`config.mk`:
```
export PLATFORM = sky130hd
export DESIGN_NAME = nand_rawrd_seq
export DESIGN_NICKNAME = d
export VERILOG_FILES = /design/src/rtl/nrr_pkg.sv /design/src/rtl/nrr_cnt.sv /design/src/rtl/nrr_irq_sts.sv /design/src/rtl/nand_rawrd_seq.sv
export SDC_FILE = /design/constraint.sdc
export NUM_CORES = 1
export LEC_CHECK = 0
export BUFFER_PORTS_ARGS = -buffer_cell sky130_fd_sc_hd__clkbuf_2
export CAP_MARGIN = 0
export CORE_ASPECT_RATIO = 0.5
export CORE_MARGIN = 3
export CORE_UTILIZATION = 35
export DETAILED_ROUTE_END_ITERATION = 10
export PLACE_DENSITY = 0.61
export SLEW_MARGIN = 30
export SYNTH_ARGS = -nofsm -noshare
export SYNTH_HDL_FRONTEND = slang
export SYNTH_SLANG_ARGS = --single-unit
```
`constraint.sdc`:
```
create_clock -name clk -period 2.6 [get_ports clk]
set_input_delay 0.13 -clock clk [delete_from_list [all_inputs] [get_ports clk]]
set_output_delay 0.13 -clock clk [all_outputs]
set_load 0.005 [all_outputs]
```
`src/rtl/nrr_pkg.sv`:
```
package nrr_pkg;
    localparam int COL_W       = 16;
    localparam int ROW_W       = 24;
    localparam int STS_W       = 16;
    localparam int STS_INT_ACT = 12;
    localparam int IDX_W       = 3;

    localparam logic [7:0] CMD_SETUP   = 8'h00;
    localparam logic [7:0] CMD_CONFIRM = 8'h30;

    typedef enum logic [2:0] {
        S_IDLE, S_CLR, S_EMIT, S_GAP, S_WAIT, S_FETCH, S_DONE
    } st_e;

    typedef enum logic [1:0] {K_NONE, K_CMD, K_ADDR} kind_e;

    typedef struct packed {
        kind_e      kind;
        logic [7:0] val;
    } cyc_t;

    typedef struct packed {
        logic [COL_W-1:0] col;
        logic [ROW_W-1:0] row;
        logic             two_row;
    } req_t;

    // index of the final (confirm) cycle in the bus sequence
    function automatic logic [IDX_W-1:0] last_idx(input logic two_row);
        return two_row ? IDX_W'(5) : IDX_W'(6);
    endfunction

    // bus cycle for a given position in the sequence
    function automatic cyc_t item_at(input logic [IDX_W-1:0] idx, input req_t r);
        cyc_t c;
        c.kind = K_ADDR;
        c.val  = 8'h00;
        case (idx)
            3'd0: begin c.kind = K_CMD; c.val = CMD_SETUP; end
            3'd1: c.val = r.col[7:0];
            3'd2: c.val = r.col[15:8];
            3'd3: c.val = r.row[7:0];
            3'd4: c.val = r.row[15:8];
            3'd5: begin
                if (r.two_row) begin c.kind = K_CMD; c.val = CMD_CONFIRM; end
                else           c.val = r.row[23:16];
            end
            default: begin c.kind = K_CMD; c.val = CMD_CONFIRM; end
        endcase
        return c;
    endfunction
endpackage

```
`src/rtl/nrr_cnt.sv`:
```
module nrr_cnt #(
    parameter int LIMIT = 2
) (
    input  logic clk,
    input  logic rst,
    input  logic clr,
    input  logic en,
    output logic last_o
);
    localparam int W = (LIMIT > 1) ? $clog2(LIMIT) : 1;
    localparam logic [W-1:0] TOP = W'(LIMIT - 1);

    logic [W-1:0] cnt;

    always_ff @(posedge clk) begin
        if (rst || clr)              cnt <= '0;
        else if (en && cnt != TOP)   cnt <= cnt + 1'b1;
    end

    assign last_o = (cnt == TOP);

    // counter never passes its terminal value
    a_r5_cnt_bound: assert property (@(posedge clk) disable iff (rst)
        (en && !clr && last_o) |=> last_o || $past(clr));
endmodule

```
`src/rtl/nrr_irq_sts.sv`:
```
module nrr_irq_sts
    import nrr_pkg::*;
(
    input  logic             clk,
    input  logic             rst,
    input  logic             set_i,
    input  logic             hw_clr_i,
    input  logic             wr_i,
    input  logic [STS_W-1:0] wdata_i,
    output logic [STS_W-1:0] sts_o
);
    logic [STS_W-1:0] set_vec;
    logic [STS_W-1:0] clr_vec;
    logic [STS_W-1:0] sts_q;

    assign set_vec = set_i ? (STS_W'(1) << STS_INT_ACT) : '0;
    assign clr_vec = (hw_clr_i ? '1 : '0) | (wr_i ? wdata_i : '0);

    always_ff @(posedge clk) begin
        if (rst) sts_q <= '0;
        else     sts_q <= set_vec | (sts_q & ~clr_vec);
    end

    assign sts_o = sts_q;

    // a ready event always leaves the bit set
    a_r8_set_wins: assert property (@(posedge clk) disable iff (rst)
        set_i |=> sts_o[STS_INT_ACT]);
    // write-one clears when no concurrent set
    a_r8_w1c: assert property (@(posedge clk) disable iff (rst)
        (wr_i && wdata_i[STS_INT_ACT] && !set_i) |=> !sts_o[STS_INT_ACT]);
endmodule

```
`src/rtl/nand_rawrd_seq.sv`:
```
module nand_rawrd_seq
    import nrr_pkg::*;
#(
    parameter int HOLD_CYC = 2,
    parameter int TMO_CYC  = 64
) (
    input  logic             clk,
    input  logic             rst,
    input  logic             start_i,
    input  logic [ROW_W-1:0] row_i,
    input  logic [COL_W-1:0] col_i,
    input  logic             two_row_i,
    input  logic [7:0]       data_i,
    input  logic             ready_i,
    input  logic             sts_wr_i,
    input  logic [STS_W-1:0] sts_wdata_i,
    output logic [7:0]       bus_o,
    output logic             cmd_stb_o,
    output logic             addr_stb_o,
    output logic             rd_stb_o,
    output logic             busy_o,
    output logic             ecc_en_o,
    output logic             done_o,
    output logic [7:0]       byte_o,
    output logic             err_o,
    output logic [STS_W-1:0] sts_o
);
    st_e              state;
    req_t             req_q;
    logic [IDX_W-1:0] idx;
    logic [7:0]       byte_q;
    logic             err_q;
    cyc_t             cur;
    logic             hold_run, hold_last, tmo_last;
    logic [STS_W-1:0] sts_w;

    assign hold_run = (state == S_EMIT) || (state == S_FETCH);

    nrr_cnt #(.LIMIT(HOLD_CYC)) u_hold (
        .clk(clk), .rst(rst),
        .clr(!hold_run || hold_last), .en(hold_run),
        .last_o(hold_last)
    );

    nrr_cnt #(.LIMIT(TMO_CYC)) u_tmo (
        .clk(clk), .rst(rst),
        .clr(state != S_WAIT), .en(state == S_WAIT),
        .last_o(tmo_last)
    );

    nrr_irq_sts u_sts (
        .clk(clk), .rst(rst),
        .set_i(ready_i), .hw_clr_i(state == S_CLR),
        .wr_i(sts_wr_i), .wdata_i(sts_wdata_i),
        .sts_o(sts_w)
    );

    always_ff @(posedge clk) begin
        if (rst) begin
            state  <= S_IDLE;
            req_q  <= '0;
            idx    <= '0;
            byte_q <= '0;
            err_q  <= 1'b0;
        end else begin
            case (state)
                S_IDLE: if (start_i) begin
                    req_q <= '{col: col_i, row: row_i, two_row: two_row_i};
                    err_q <= 1'b0;
                    state <= S_CLR;
                end
                S_CLR: begin
                    idx   <= '0;
                    state <= S_EMIT;
                end
                S_EMIT: if (hold_last) state <= S_GAP;
                S_GAP: begin
                    if (idx == last_idx(req_q.two_row)) state <= S_WAIT;
                    else begin
                        idx   <= idx + 1'b1;
                        state <= S_EMIT;
                    end
                end
                S_WAIT: begin
                    if (sts_w[STS_INT_ACT]) state <= S_FETCH;
                    else if (tmo_last) begin
                        err_q <= 1'b1;
                        state <= S_IDLE;
                    end
                end
                S_FETCH: if (hold_last) begin
                    byte_q <= data_i;
                    state  <= S_DONE;
                end
                S_DONE:  state <= S_IDLE;
                default: state <= S_IDLE;
            endcase
        end
    end

    assign cur        = item_at(idx, req_q);
    assign cmd_stb_o  = (state == S_EMIT) && (cur.kind == K_CMD);
    assign addr_stb_o = (state == S_EMIT) && (cur.kind == K_ADDR);
    assign bus_o      = (state == S_EMIT) ? cur.val : 8'h00;
    assign rd_stb_o   = (state == S_FETCH);
    assign busy_o     = (state != S_IDLE);
    assign ecc_en_o   = !busy_o;
    assign done_o     = (state == S_DONE);
    assign byte_o     = byte_q;
    assign err_o      = err_q;
    assign sts_o      = sts_w;

    // strobes never overlap
    a_r5_one_strobe: assert property (@(posedge clk) disable iff (rst)
        $onehot0({cmd_stb_o, addr_stb_o, rd_stb_o}));
    // ECC is off whenever the bus is active
    a_r9_ecc_off: assert property (@(posedge clk) disable iff (rst)
        (cmd_stb_o || addr_stb_o || rd_stb_o) |-> !ecc_en_o);
    // no fetch after a wait cycle without ready
    a_r6_fetch_gated: assert property (@(posedge clk) disable iff (rst)
        (state == S_WAIT && !sts_w[STS_INT_ACT]) |=> !rd_stb_o);
    // done is a single-cycle pulse
    a_r7_done_pulse: assert property (@(posedge clk) disable iff (rst)
        done_o |=> !done_o);
    // a start while busy does not disturb the latched request
    a_r10_ignore_start: assert property (@(posedge clk) disable iff (rst)
        (busy_o && start_i) |=> $stable(req_q));
    // error appears only as the block goes idle
    a_r11_err_idle: assert property (@(posedge clk) disable iff (rst)
        $rose(err_o) |-> !busy_o);
endmodule

```
# Yosys cells after proc, flatten, opt, wreduce, memory -nomap -nowiden
# Index checks and enable logic that the tools add are counted.
dict set report totals {
  inputBits 70
  ff_bits 79
  output_inout_bits 39
}
dict set report classes {
  add_sub_neg 3
  reduce_logical 21
  mux 22
  n_eq_ne 24
  bitwise_logic 5
}
# cell n
set ops {}
lappend ops {{8-bit one-hot mux with 6 select lines} 1}
lappend ops {{16-bit two-way mux} 2}
lappend ops {{16-bit bitwise OR} 2}
lappend ops {{3-bit two-way mux} 7}
lappend ops {{3-bit one-hot mux with 6 select lines} 1}
lappend ops {{16-bit bitwise AND} 1}
lappend ops {{8-bit two-way mux} 2}
lappend ops {{16-bit NOT} 1}
lappend ops {{3-bit equality test (second input constant)} 5}
lappend ops {{13-bit two-way mux} 1}
lappend ops {{3-bit by 2-bit equality test with 1-bit output (second input constant)} 4}
lappend ops {{2-bit != test (second input constant)} 4}
lappend ops {{4-bit AND reduction} 2}
lappend ops {{6-bit by 1-bit adder with 6-bit output (second input constant)} 1}
lappend ops {{3-bit by 1-bit equality test with 1-bit output (second input constant)} 2}
lappend ops {{6-bit equality test (second input constant)} 1}
lappend ops {{3-bit zero test} 2}
lappend ops {{6-bit != test (second input constant)} 1}
lappend ops {{3-bit one-hot mux with 2 select lines} 1}
lappend ops {{2-bit AND reduction} 3}
lappend ops {{1-bit logical AND} 4}
lappend ops {{1-bit logical OR} 4}
lappend ops {{2-bit two-way mux} 2}
lappend ops {{2-bit by 1-bit != test with 1-bit output (second input constant)} 2}
lappend ops {{15 further kinds} 19}

# Logic depth before layout (Yosys ltp)
# Gate-level depths: netlist of run 1.
dict set report depth {
  depth_word 6
  ltp_mapped 8
}

# Hierarchy
# From an unflattened synthesis of run 1, not the netlist that was laid out.
dict set report hier_totals {
  hier_cells 431
  hier_area_um2 3428.3
}
# mod seq_area_each_um2 cells_per_inst area_each_um2 instances
set modules_own_cells {}
lappend modules_own_cells {nand_rawrd_seq 1121.1 342 2553.7 1}
lappend modules_own_cells {nrr_irq_sts 320.3 54 541.8 1}
lappend modules_own_cells {{nrr_cnt at u_tmo} 120.1 32 299.0 1}
lappend modules_own_cells {{nrr_cnt at u_hold} 20.0 3 33.8 1}

# Worst setup path after synthesis of run 1
# OpenSTA, ideal clock, no wires.
dict set report synth_path {
  kind {flip-flop to output port}
  start {register idx[0]}
  end {output cmd_stb_o}
  stages_incl_launch_ff 7
  arrival_ns 1.531
  setup_slack_ns 0.939
  path_cell_list {dfxtp_1 > inv_1 > ha_1 > clkbuf_1 > or4_1 > o21ai_0 > nor3b_1}
}
dict set report synth_between {
  elab_chain_len 5
  word_cells_on_any_way 9
  cone_classes {eq/ne (6); mux (1); reduce/logical (2)}
}
# item line_no
set synth_rtl {}
lappend synth_rtl {{from (decl)} nand_rawrd_seq.sv:30} ;# logic [IDX_W-1:0] idx;
lappend synth_rtl {{from (signal assigned)} nand_rawrd_seq.sv:80} ;# idx <= idx + 1'b1;
lappend synth_rtl {{3-bit equality test (tied with other cells)} nrr_pkg.sv:38} ;# case (idx)
lappend synth_rtl {{4-bit OR reduction (no line)} -}
lappend synth_rtl {{2-bit one-hot mux with 2 select lines (*)} nrr_pkg.sv:38}
lappend synth_rtl {{2-bit by 1-bit equality test with 1-bit output (*)} nand_rawrd_seq.sv:102} ;# assign cmd_stb_o = (state == S_EMIT) && (cur.kind == K_CMD);
lappend synth_rtl {{1-bit logical AND (*)} nand_rawrd_seq.sv:102}
lappend synth_rtl {{to (decl)} nand_rawrd_seq.sv:18} ;# output logic cmd_stb_o,
# Every way passes the cells marked *; elsewhere a longest branch is shown, timed or not.

# Worst setup path after layout of run 1
dict set report layout_path {
  start {register idx[2]}
  end {output bus_o[2]}
}
dict set report layout_between {
  elab_chain_len 3
  word_cells_on_any_way 8
  cone_classes {eq/ne (5); mux (2); reduce/logical (1)}
}
# item line_no
set layout_rtl {}
lappend layout_rtl {{3-bit equality test (tied with other cells)} nrr_pkg.sv:38}
lappend layout_rtl {{8-bit one-hot mux with 6 select lines (*)} nrr_pkg.sv:38}
lappend layout_rtl {{8-bit two-way mux (*)} nand_rawrd_seq.sv:104} ;# assign bus_o = (state == S_EMIT) ? cur.val : 8'h00;
lappend layout_rtl {{to (decl)} nand_rawrd_seq.sv:17} ;# output logic [7:0] bus_o,
# Marks and branches as above.

==> results of run 1 <==
layout by cell type, fill, tap and decap left out, types with 2 or more instances in the layout:
cell type / Yosys / final
nand3_1: 4 / 4
buf_4: 6 / 3
clkbuf_16: 0 / 9
o21a_1: 2 / 2
o211ai_1: 2 / 2
xor2_1: 2 / 2
mux2i_1: 2 / 2
nor2b_1: 2 / 2
inv_1: 4 / 4
and3b_1: 2 / 2
nor3_1: 2 / 2
nor2_1: 27 / 26
or3_1: 2 / 2
a221oi_1: 12 / 12
o21ai_0: 5 / 5
nand2_1: 130 / 130
a31oi_1: 3 / 3
and3_1: 18 / 18
nor3b_1: 4 / 4
dfxtp_1: 79 / 79
o21ai_2: 2 / 2
inv_2: 2 / 2
and2_1: 2 / 2
a21oi_1: 69 / 69
nor2_2: 1 / 2
ha_1: 6 / 5
clkbuf_2: 0 / 108
clkinv_2: 0 / 4
o21ai_1: 2 / 2
how the worst min path moves through the flow:
stage          slack [ns]       from              end
6_report             0.02    ready_i  u_sts.sts_o[12]
5_1_grt             0.005  data_i[7]        byte_o[7]
4_1_cts              0.01  data_i[7]        byte_o[7]
3_5_place_dp         0.36    ready_i  u_sts.sts_o[12]
3_3_place_gp         0.34    ready_i  u_sts.sts_o[12]
2_1_floorplan        0.25    ready_i  u_sts.sts_o[12]
worst register-to-register path, stage by stage, from the launching register on:
cell     delay (ns)
dfxtp_1        0.61
nor3b_2        0.15
nor2_1         0.60
and3_1         0.27
power by group:
group | internal, W | switching, W
logic | 0.000117 | 0.000167
registers | 0.00127 | 0.0000478
clock network | 0.000666 | 0.000476
synth_stat cells, drive strengths merged, types with 2 or more instances:
cell type and number:
a21oi 70, a221oi 12, a31oi 3, and2 2, and3 18, and3b 2
buf 14, clkbuf 17, dfxtp 79, ha 6, inv 6, mux2i 2
nand2 130, nand3 4, nor2 28, nor2b 2, nor3 3, nor3b 5
o211ai 2, o21a 2, o21ai 9, or2 2, or3 2, xor2 2
sequential cells by signal (all words and copies together) (netlist names):
| register | flops |
|---|---|
| err_o | 1 |
| req_q | 41 |
| u_hold.last_o | 1 |
| idx | 3 |
| u_sts.sts_o | 16 |
| byte_o | 8 |
| state | 3 |
| u_tmo.cnt | 6 |
metal layers:
metal  track usage  wire, um  vias up
met1        0.2014      3932     1391
met4       0.03474        15        0
li1              -         -     1646
met3       0.04932       502        2
met5             0         0        -
met2        0.2588      3909       71
cell type report:
cell class / count / area, sq um
timing repair buffer: 111 / 563.0
clock buffer: 10 / 239.0
tap: 130 / 162.7
clock inverter: 6 / 36.28
sequential: 79 / 1582
fill: 949 / 4796
multi-input combinational: 317 / 1638
inverter: 6 / 22.52
kinds of logic after synthesis:
kind of cell             count (synthesis)
multiplexers                             3
buffers and inverters                   37
AO/OA/AOI/OAI                          102
AND/OR/NAND/NOR                        203
flip-flops                              79
adder cells (fa/ha/maj)                  6
XOR/XNOR                                 3
stage by stage:
stage | area [sq um] | setup slack (ns) | cells | util
2_1_floorplan | 3383 | 0.9394 | 433 | -
3_3_place_gp | 3963 | 0.6107 | 643 | 0.4384
3_5_place_dp | 3963 | 0.5689 | 643 | 0.4384
4_1_cts | 4238 | 0.1904 | 659 | 0.4689
5_1_grt | 4243 | 0.01953 | 659 | 0.4694
6_report | 4243 | 0.2961 | 659 | 0.4694
==> results by group, run 1 <==
Worst hold path
  – Hold Path Stages: 3
  – Worst min path class: input pin to register

Logic synthesis
  – Compound-Gate Fraction of Synth Area: 0.1764
  – Adder-cell area share of the yosys netlist: 0.02219
  – Mapped cell area: 3383 sq um
  – Cells after Synth: 433
  – Yosys synthesis warning count: 0
  – Synth Flop Type: dfxtp_1
  – Share of the synthesized area in the top cell type: 0.4675
  – FFs w/ async S/R, synth: 0
  – Main combinational cell family by area after synthesis: simple AND/OR/NAND/NOR gates
  – Synth top area cells: dfxtp_1, nand2_1, a21oi_1
  – Sequential area share after synthesis: 0.4675
  – Simple-Gate Fraction of Synth Area: 0.2670
  – Unique cell type count in the Yosys netlist: 45
  – Post-synthesis mux area share: 0.009246
  – EDFF count, synth: 0
  – Syn Area/Cell: 7.813 sq um
  – Post-Syn Nets: 509
  – #FFs+latches synth: 79
  – Dominant cell type by area after synthesis: dfxtp_1
  – Post-Synth XOR/XNOR Area: 0.007766

Setup path
  – CP Capture Type: primary output
  – Crit path DAT: 2.17 ns
  – CP Data Required Time: 2.47 ns
  – Crit-path max FO: 20
  – Crit-path cells: inv_2 > ha_1 > a221oi_1 > nor2_1 > clkbuf_2
  – CP peak stage delay: 0.73 ns
  – Crit path depth: 5
  – Critical path buffer and inverter count: 2
  – R2r startpoint: state[2]
  – Reg2reg path depth: 3
  – Critical Path Sink: bus_o[2]
  – Setup CP Type: register to primary output
  – Delay-heaviest family, CP: flip-flops
  – Worst reg2reg path endpoint: u_sts.sts_o[5]
  – Critical path launch point: idx[2]
  – Slowest cell on the critical path: dfxtp_1
  – CP startpoint kind: register
  – Reg2reg setup slack: 0.91 ns

Timing
  – Max Slew Vio Count: 0
  – Fmax: 434.1 MHz
  – Minimum clock period after layout: 2.304 ns
  – Total negative slack: 0 ns
  – Unrepaired setup endpoints after global routing: no
  – Fin Hold WS: 0.02153 ns
  – Final Hold Viols: 0
  – Clock skew: 0.007921 ns
  – Rel. slew slack: 0.4965
  – Worst-margin pin slew: 0.7524 ns
  – Final worst-path cycle share: 0.8861
  – Setup Viol. Count Final: 0

Outcome
  – Status: finished clean

Power
  – P_leak: 1.854 nW
  – Max rail drop VDD: 368.4 uV
  – Power consumption: 0.002743 W
  – Pwr Density: 646.4 nW/um^2

Floorplan
  – Core ar.: 9039 sq um
  – Die area: 10950 sq um
  – Initial Util: 0.3743
  – Chip height: 75.52 um
  – Ports: 109
  – Die W: 145.0 um
  – # rows: 24

Route
  – 1st-pass router iterations: 4
  – Via density: 4.719
  – DR iter-0 viols: 125
  – # DRC: 0
  – Routed len/inst: 12.68 um
  – Post-route ant nets: 0
  – Total wire length: 8359 um
  – Routed vias: 3110

Flow run
  – Max Cap Viol: 0

Global routing
  – Global Route Usage Sum: 0.1547
  – Initial antenna violation count: 0
  – First-pass GRT wire length: 13840 um
  – Vias in the first global route: 2956
  – Grt ovf: 0
  – Largest net degree at the start of global routing: 55

Clocking
  – CTS tree: yes
  – CTS sink count: 79
  – CTS H-tree depth: 3
  – Resized cells post-CTS: 0
  – Root Buffer: clkbuf_16
  – Clock Latency Late Sink: 0.33 ns
  – Post-CTS Setup Inserts: 0
  – CTS max path bufs: 2
  – CTS Buf Count: 9
  – Worst-path clk slew: 0.06 ns
  – CTS Hold Bufs: 0

Layout
  – Nets@finish: 600
  – P&R area growth vs syn: 25.41%
  – Final antenna diode count: 0
  – Fraction of layout cells with a size suffix above 1: 0.2628

Placement
  – Port bufs: 108
  – Routability cong.: 0.8178
  – Dpl hpwl: 6038 um
Power figures use the tool's default switching activity.
==> inputs of run 2 (changes only) <==
--- a/config.mk
+++ b/config.mk
@@ -11,7 +11,7 @@
 export CORE_MARGIN = 3
 export CORE_UTILIZATION = 35
 export DETAILED_ROUTE_END_ITERATION = 10
-export PLACE_DENSITY = 0.61
+export PLACE_DENSITY = 0.58
 export SLEW_MARGIN = 30
 export SYNTH_ARGS = -nofsm -noshare
 export SYNTH_HDL_FRONTEND = slang
==> run 2 against run 1 <==
Setup slack improved by 0.0021 ns. Fmax barely moved. Non-clock buffer count rose by 1. Design area rose by 1.3%. Largest power group is now clock. Sequential share of layout area fell by 0.48 points. Power rose by 7.1%. Global-route usage fell by 0.26 points.
==> results by group, run 2 (synthesized netlist as in run 1, its figures left out) <==
Layout
  – Nets@finish: 601
  – Fraction of layout cells with a size suffix above 1: 0.2623
  – P&R area growth vs syn: 27.03%
  – Final antenna diode count: 0
  – Finished Layout Cells: 660
  – Register with the most flip-flops: req_q
  – Commonest non-fill, non-tap cells in the layout: nand2_1, clkbuf_2, dfxtp_1, a21oi_1, nor2_1
  – Core Util, Final: 0.4755
  – Max reg flops: 41
  – Commonest non-fill, non-tap cell in the layout: nand2_1

Global routing
  – Largest net degree at the start of global routing: 48
  – Grt ovf: 0
  – Vias in the first global route: 2814
  – Global Route Usage Sum: 0.1521
  – First-pass GRT wire length: 13450 um
  – Initial antenna violation count: 0

Outcome
  – Status: finished clean

Timing
  – Unrepaired setup endpoints after global routing: no
  – Minimum clock period after layout: 2.302 ns
  – Rel. slew slack: 0.4774
  – Worst-margin pin slew: 0.7811 ns
  – Final Hold Viols: 0
  – Max Slew Vio Count: 0
  – Fin Hold WS: 0.01799 ns
  – Setup Viol. Count Final: 0
  – Fmax: 434.4 MHz
  – Clock skew: 0.005301 ns
  – Final worst-path cycle share: 0.8853
  – Total negative slack: 0 ns

Power
  – Max rail drop VDD: 262.0 uV
  – P_leak: 1.876 nW
  – Power consumption: 0.002937 W
  – Pwr Density: 683.5 nW/um^2

Route
  – Met1 WL: 4219 um
  – 1st-pass router iterations: 4
  – Routed vias: 3084
  – Top routing layer used: met4
  – # DRC: 0
  – Total wire length: 8339 um
  – Via density: 4.673
  – Routed len/inst: 12.63 um
  – Post-route ant nets: 0
  – Met3 WL: 323 um
  – DR iter-0 viols: 148
  – WL met2: 3754 um

Clocking
  – CTS Buf Count: 9
  – Clock Latency Late Sink: 0.33 ns
  – CTS H-tree depth: 3
  – CTS sink count: 79
  – Worst-path clk slew: 0.06 ns
  – CTS tree: yes
  – Root Buffer: clkbuf_16
  – CTS max path bufs: 2

Placement
  – Dpl hpwl: 6036 um
  – Port bufs: 108
  – DP Cell Count: 643
  – Routability cong.: 0.8337

Setup path
  – CP peak stage delay: 0.47 ns
  – Slowest cell on the critical path: or4_1
  – Crit-path max FO: 11
  – Crit path DAT: 2.17 ns
  – CP Capture Type: primary output
  – CP startpoint kind: register
  – Setup CP Type: register to primary output
  – CP Data Required Time: 2.47 ns
  – Crit-path cells: inv_1 > ha_2 > or4_1 > o21ai_0 > nor3b_1 > clkbuf_2
  – Reg2reg setup slack: 0.88 ns

Flow run
  – Max Cap Viol: 0

Worst hold path
  – Worst min path class: input pin to register

Floorplan
  – Die area: 10950 sq um
  – Ports: 109
  – Die W: 145.0 um
  – Initial Util: 0.3743
  – # rows: 24
  – Chip height: 75.52 um
  – Core ar.: 9039 sq um
run 2: changes by cell type in the layout (fill, tap and decap cells not counted):
cell,delta
bufinv_16,+2
clkinv_2,-2
inv_6,+2
clkbuf_8,-1
clkinv_4,-1
dlygate4sd3_1,+1
run 2: cell type report:
| class | instances | area (sq um) |
|---|---|---|
| Clock buffer | 9 | 225.2 |
| Multi-Input combinational cell | 317 | 1638 |
| Clock inverter | 7 | 95.09 |
| Inverter | 6 | 22.52 |
| Tap cell | 130 | 162.7 |
| Fill cell | 929 | 4741 |
| Timing Repair Buffer | 112 | 573.1 |
| Sequential cell | 79 | 1582 |
run 2: final timing paths:
path	startpoint	end	cells after the start
worst max register to register	state[2]	u_sts.sts_o[8]	3
worst min-delay path	data_i[3]	byte_o[3]	3
worst min register to register	byte_o[3]	byte_o[3]	2
worst max-delay path	idx[1]	cmd_stb_o	6
run 2: per-layer routing:
| layer | GRT usage | up-vias |
|---|---|---|
| li1 | - | 1647 |
| met2 | 0.2443 | 58 |
| met5 | 0 | - |
| met3 | 0.04278 | 2 |
| met4 | 0.06316 | 0 |
| met1 | 0.1984 | 1377 |
run 2: where the power goes:
part / switching (W) / internal, W
registers: 0.0000479 / 0.00127
logic: 0.000167 / 0.000118
clock network: 0.000493 / 0.000843
total: 0.000708 / 0.00223
run 2: per-stage QoR:
step / setup WS [ns] / cell area (sq um)
floorplan: 0.9394 / 3383
global placement: 0.6025 / 3963
detailed placement: 0.5436 / 3963
CTS: 0.1693 / 4293
global route: 0.01749 / 4298
finish: 0.2982 / 4298
run 2: worst max-delay path, delay by kind of cell, from the launching register on:
family | cells | cell delay (ns)
AND/OR/NAND/NOR | 2 | 0.74
adder cells (fa/ha/maj) | 1 | 0.27
flip-flops | 1 | 0.43
AO/OA/AOI/OAI | 1 | 0.11
buffers and inverters | 2 | 0.29
run 2: timing repair:
| item | in CTS | in global routing |
|---|---|---|
| buffers inserted | 0 | 0 |
| setup endpoints to repair | 0 | 6 |
| endpoints found under the hold margin | 1 | 0 |
| hold buffers | 1 | 0 |
| gates resized for setup | 0 | 2 |
==> inputs of run 3 (changes only) <==
--- a/config.mk
+++ b/config.mk
@@ -7,10 +7,10 @@
 export LEC_CHECK = 0
 export BUFFER_PORTS_ARGS = -buffer_cell sky130_fd_sc_hd__clkbuf_2
 export CAP_MARGIN = 0
-export CORE_ASPECT_RATIO = 0.5
 export CORE_MARGIN = 3
 export CORE_UTILIZATION = 35
 export DETAILED_ROUTE_END_ITERATION = 10
+export GPL_TIMING_DRIVEN = 0
 export PLACE_DENSITY = 0.58
 export SLEW_MARGIN = 30
 export SYNTH_ARGS = -nofsm -noshare
==> run 3 against run 2 <==
First-iteration DRC count decreased by 19%. Register-to-register slack improved by 0.03 ns. Clock-buffer cell count increased by 1. Design area increased by 10%. Global-route usage increased by 3.0 points. Clock power decreased by 37%. Non-clock buffer count increased by 70. Die area decreased by 0.66%. Fmax decreased by 5.9%. Sequential power about the same. Routed wire length increased by 20%.
==> results by group, run 3 (synthesized netlist as in run 1, its figures left out) <==
Power
  – Max rail drop VDD: 282.7 uV
  – P_leak: 2.065 nW
  – Pwr Density: 535.6 nW/um^2

Timing
  – Final Hold Viols: 0
  – Worst-margin pin slew: 0.6102 ns
  – Fin Hold WS: 0.01973 ns
  – Clock skew: 0.01334 ns
  – Fmax: 408.7 MHz
  – Final worst-path cycle share: 0.9411
  – Minimum clock period after layout: 2.447 ns
  – Max Slew Vio Count: 0
  – Rel. slew slack: 0.5932
  – Setup Viol. Count Final: 0

Layout
  – Fill count: 927
  – Register area: 1582 sq um
  – Multi-input gate area: 1653 sq um
  – Commonest non-fill, non-tap cell in the layout: nand2_1
  – P&R area growth vs syn: 39.72%
  – Nets@finish: 671
  – Max reg flops: 41
  – Register with the most flip-flops: req_q
  – Final antenna diode count: 0
  – Fraction of layout cells with a size suffix above 1: 0.2467
  – Commonest non-fill, non-tap cells in the layout: nand2_1, clkbuf_2, dfxtp_1, a21oi_1, dlygate4sd3_1
  – Finished Layout Cells: 729

Setup path
  – CP peak stage delay: 0.45 ns
  – Crit-path cells: inv_1 > ha_1 > clkbuf_1 > or4_1 > o21ai_0 > nor3b_2 > clkbuf_2
  – Crit path DAT: 2.32 ns
  – CP Data Required Time: 2.47 ns
  – CP Capture Type: primary output
  – Crit-path max FO: 9
  – Reg2reg path depth: 7
  – Slowest cell on the critical path: or4_1
  – CP startpoint kind: register
  – Setup CP Type: register to primary output

Global routing
  – First-pass GRT wire length: 16180 um
  – Initial antenna violation count: 0
  – Global Route Usage Sum: 0.1824
  – Largest net degree at the start of global routing: 15
  – Grt ovf: 0
  – Vias in the first global route: 3483

Floorplan
  – Die W: 104.3 um
  – Core ar.: 9328 sq um
  – # rows: 35
  – Initial Util: 0.3627
  – Chip height: 104.3 um
  – Die area: 10880 sq um
  – Ports: 109

Clocking
  – CTS Buf Count: 9
  – CTS tree: yes
  – CTS H-tree depth: 3
  – CTS max path bufs: 2
  – Clock Latency Late Sink: 0.36 ns
  – Root Buffer: clkbuf_8
  – Post-CTS Setup Inserts: 0
  – Worst-path clk slew: 0.09 ns
  – CTS sink count: 79

Route
  – 1st-pass router iterations: 4
  – Routed vias: 3465
  – Total wire length: 9995 um
  – DR iter-0 viols: 120
  – Via density: 4.753
  – # DRC: 0
  – Routed len/inst: 13.71 um
  – Post-route ant nets: 0

Flow run
  – Max Cap Viol: 0

Worst hold path
  – Hold Path Stages: 3
  – Worst min path class: input pin to register

Placement
  – Dpl hpwl: 7065 um
  – Port bufs: 106
  – Routability cong.: 0.8463
  – DP Cell Count: 668

Outcome
  – Status: finished clean
-- run 3: final timing paths --
path	from	end	slack, ns
worst max-delay path	idx[0]	cmd_stb_o	0.15
worst min-delay path	row_i[4]	req_q[5]	0.02
worst max register to register	u_tmo.cnt[0]	state[2]	0.91
worst min register to register	req_q[22]	req_q[22]	0.45
-- run 3: layout make-up --
type                       count  area share
buffer                        31     0.03097
clock buffer                  10     0.02912
clock inverter                 6    0.009264
inverter                       6    0.004764
multi-input combinational    317      0.3497
sequential                    79      0.3346
tap                          129     0.03415
timing repair buffer         151      0.2075
-- run 3: timing repair --
item / CTS / global route
setup endpoints to repair: 0 / 2
resized for setup: 0 / 4
hold endpoints to repair: 45 / 0
hold buffers: 45 / 0
-- run 3: metrics by stage --
stage	power (W)	utilization	worst slack [ns]	TNS [ns]	cell area, sq um
finish	0.002532	0.5068	0.1532	0	4727
global route	0.002661	0.5068	-0.001830	-0.001830	4727
detailed placement	0.001663	0.4369	0.4917	0	4075
CTS	0.002565	0.5046	0.07634	0	4707
floorplan	0.001526	-	0.9394	0	3383
global placement	0.001655	0.4369	0.5119	0	4075
-- run 3: where the power goes --
group	switching [W]	internal, W	total [W]
Clock	0.000466	0.000376	0.000842
Combinational	0.000207	0.000177	0.000384
Sequential	0.0000395	0.00127	0.00131
Total	0.000712	0.00182	0.00253
-- run 3: worst max-delay path: cells and delay by family (launching register included) --
family	cells	cell delay, ns
and+or+nand+nor	2	0.72
buffers and inverters	3	0.50
DFF	1	0.43
adders and majority gates	1	0.20
AOI/OAI and AO/OA	1	0.12
-- run 3: metal layers --
metal  part of all wire  vias to the layer above  wire length, um  track usage
met5                  0                        -                0            0
met4              0.015                        0              146      0.05128
met3              0.055                       13              549      0.04469
met2               0.48                      105             4825       0.3183
met1               0.45                     1562             4474       0.2222
li1                   -                     1785                -            -
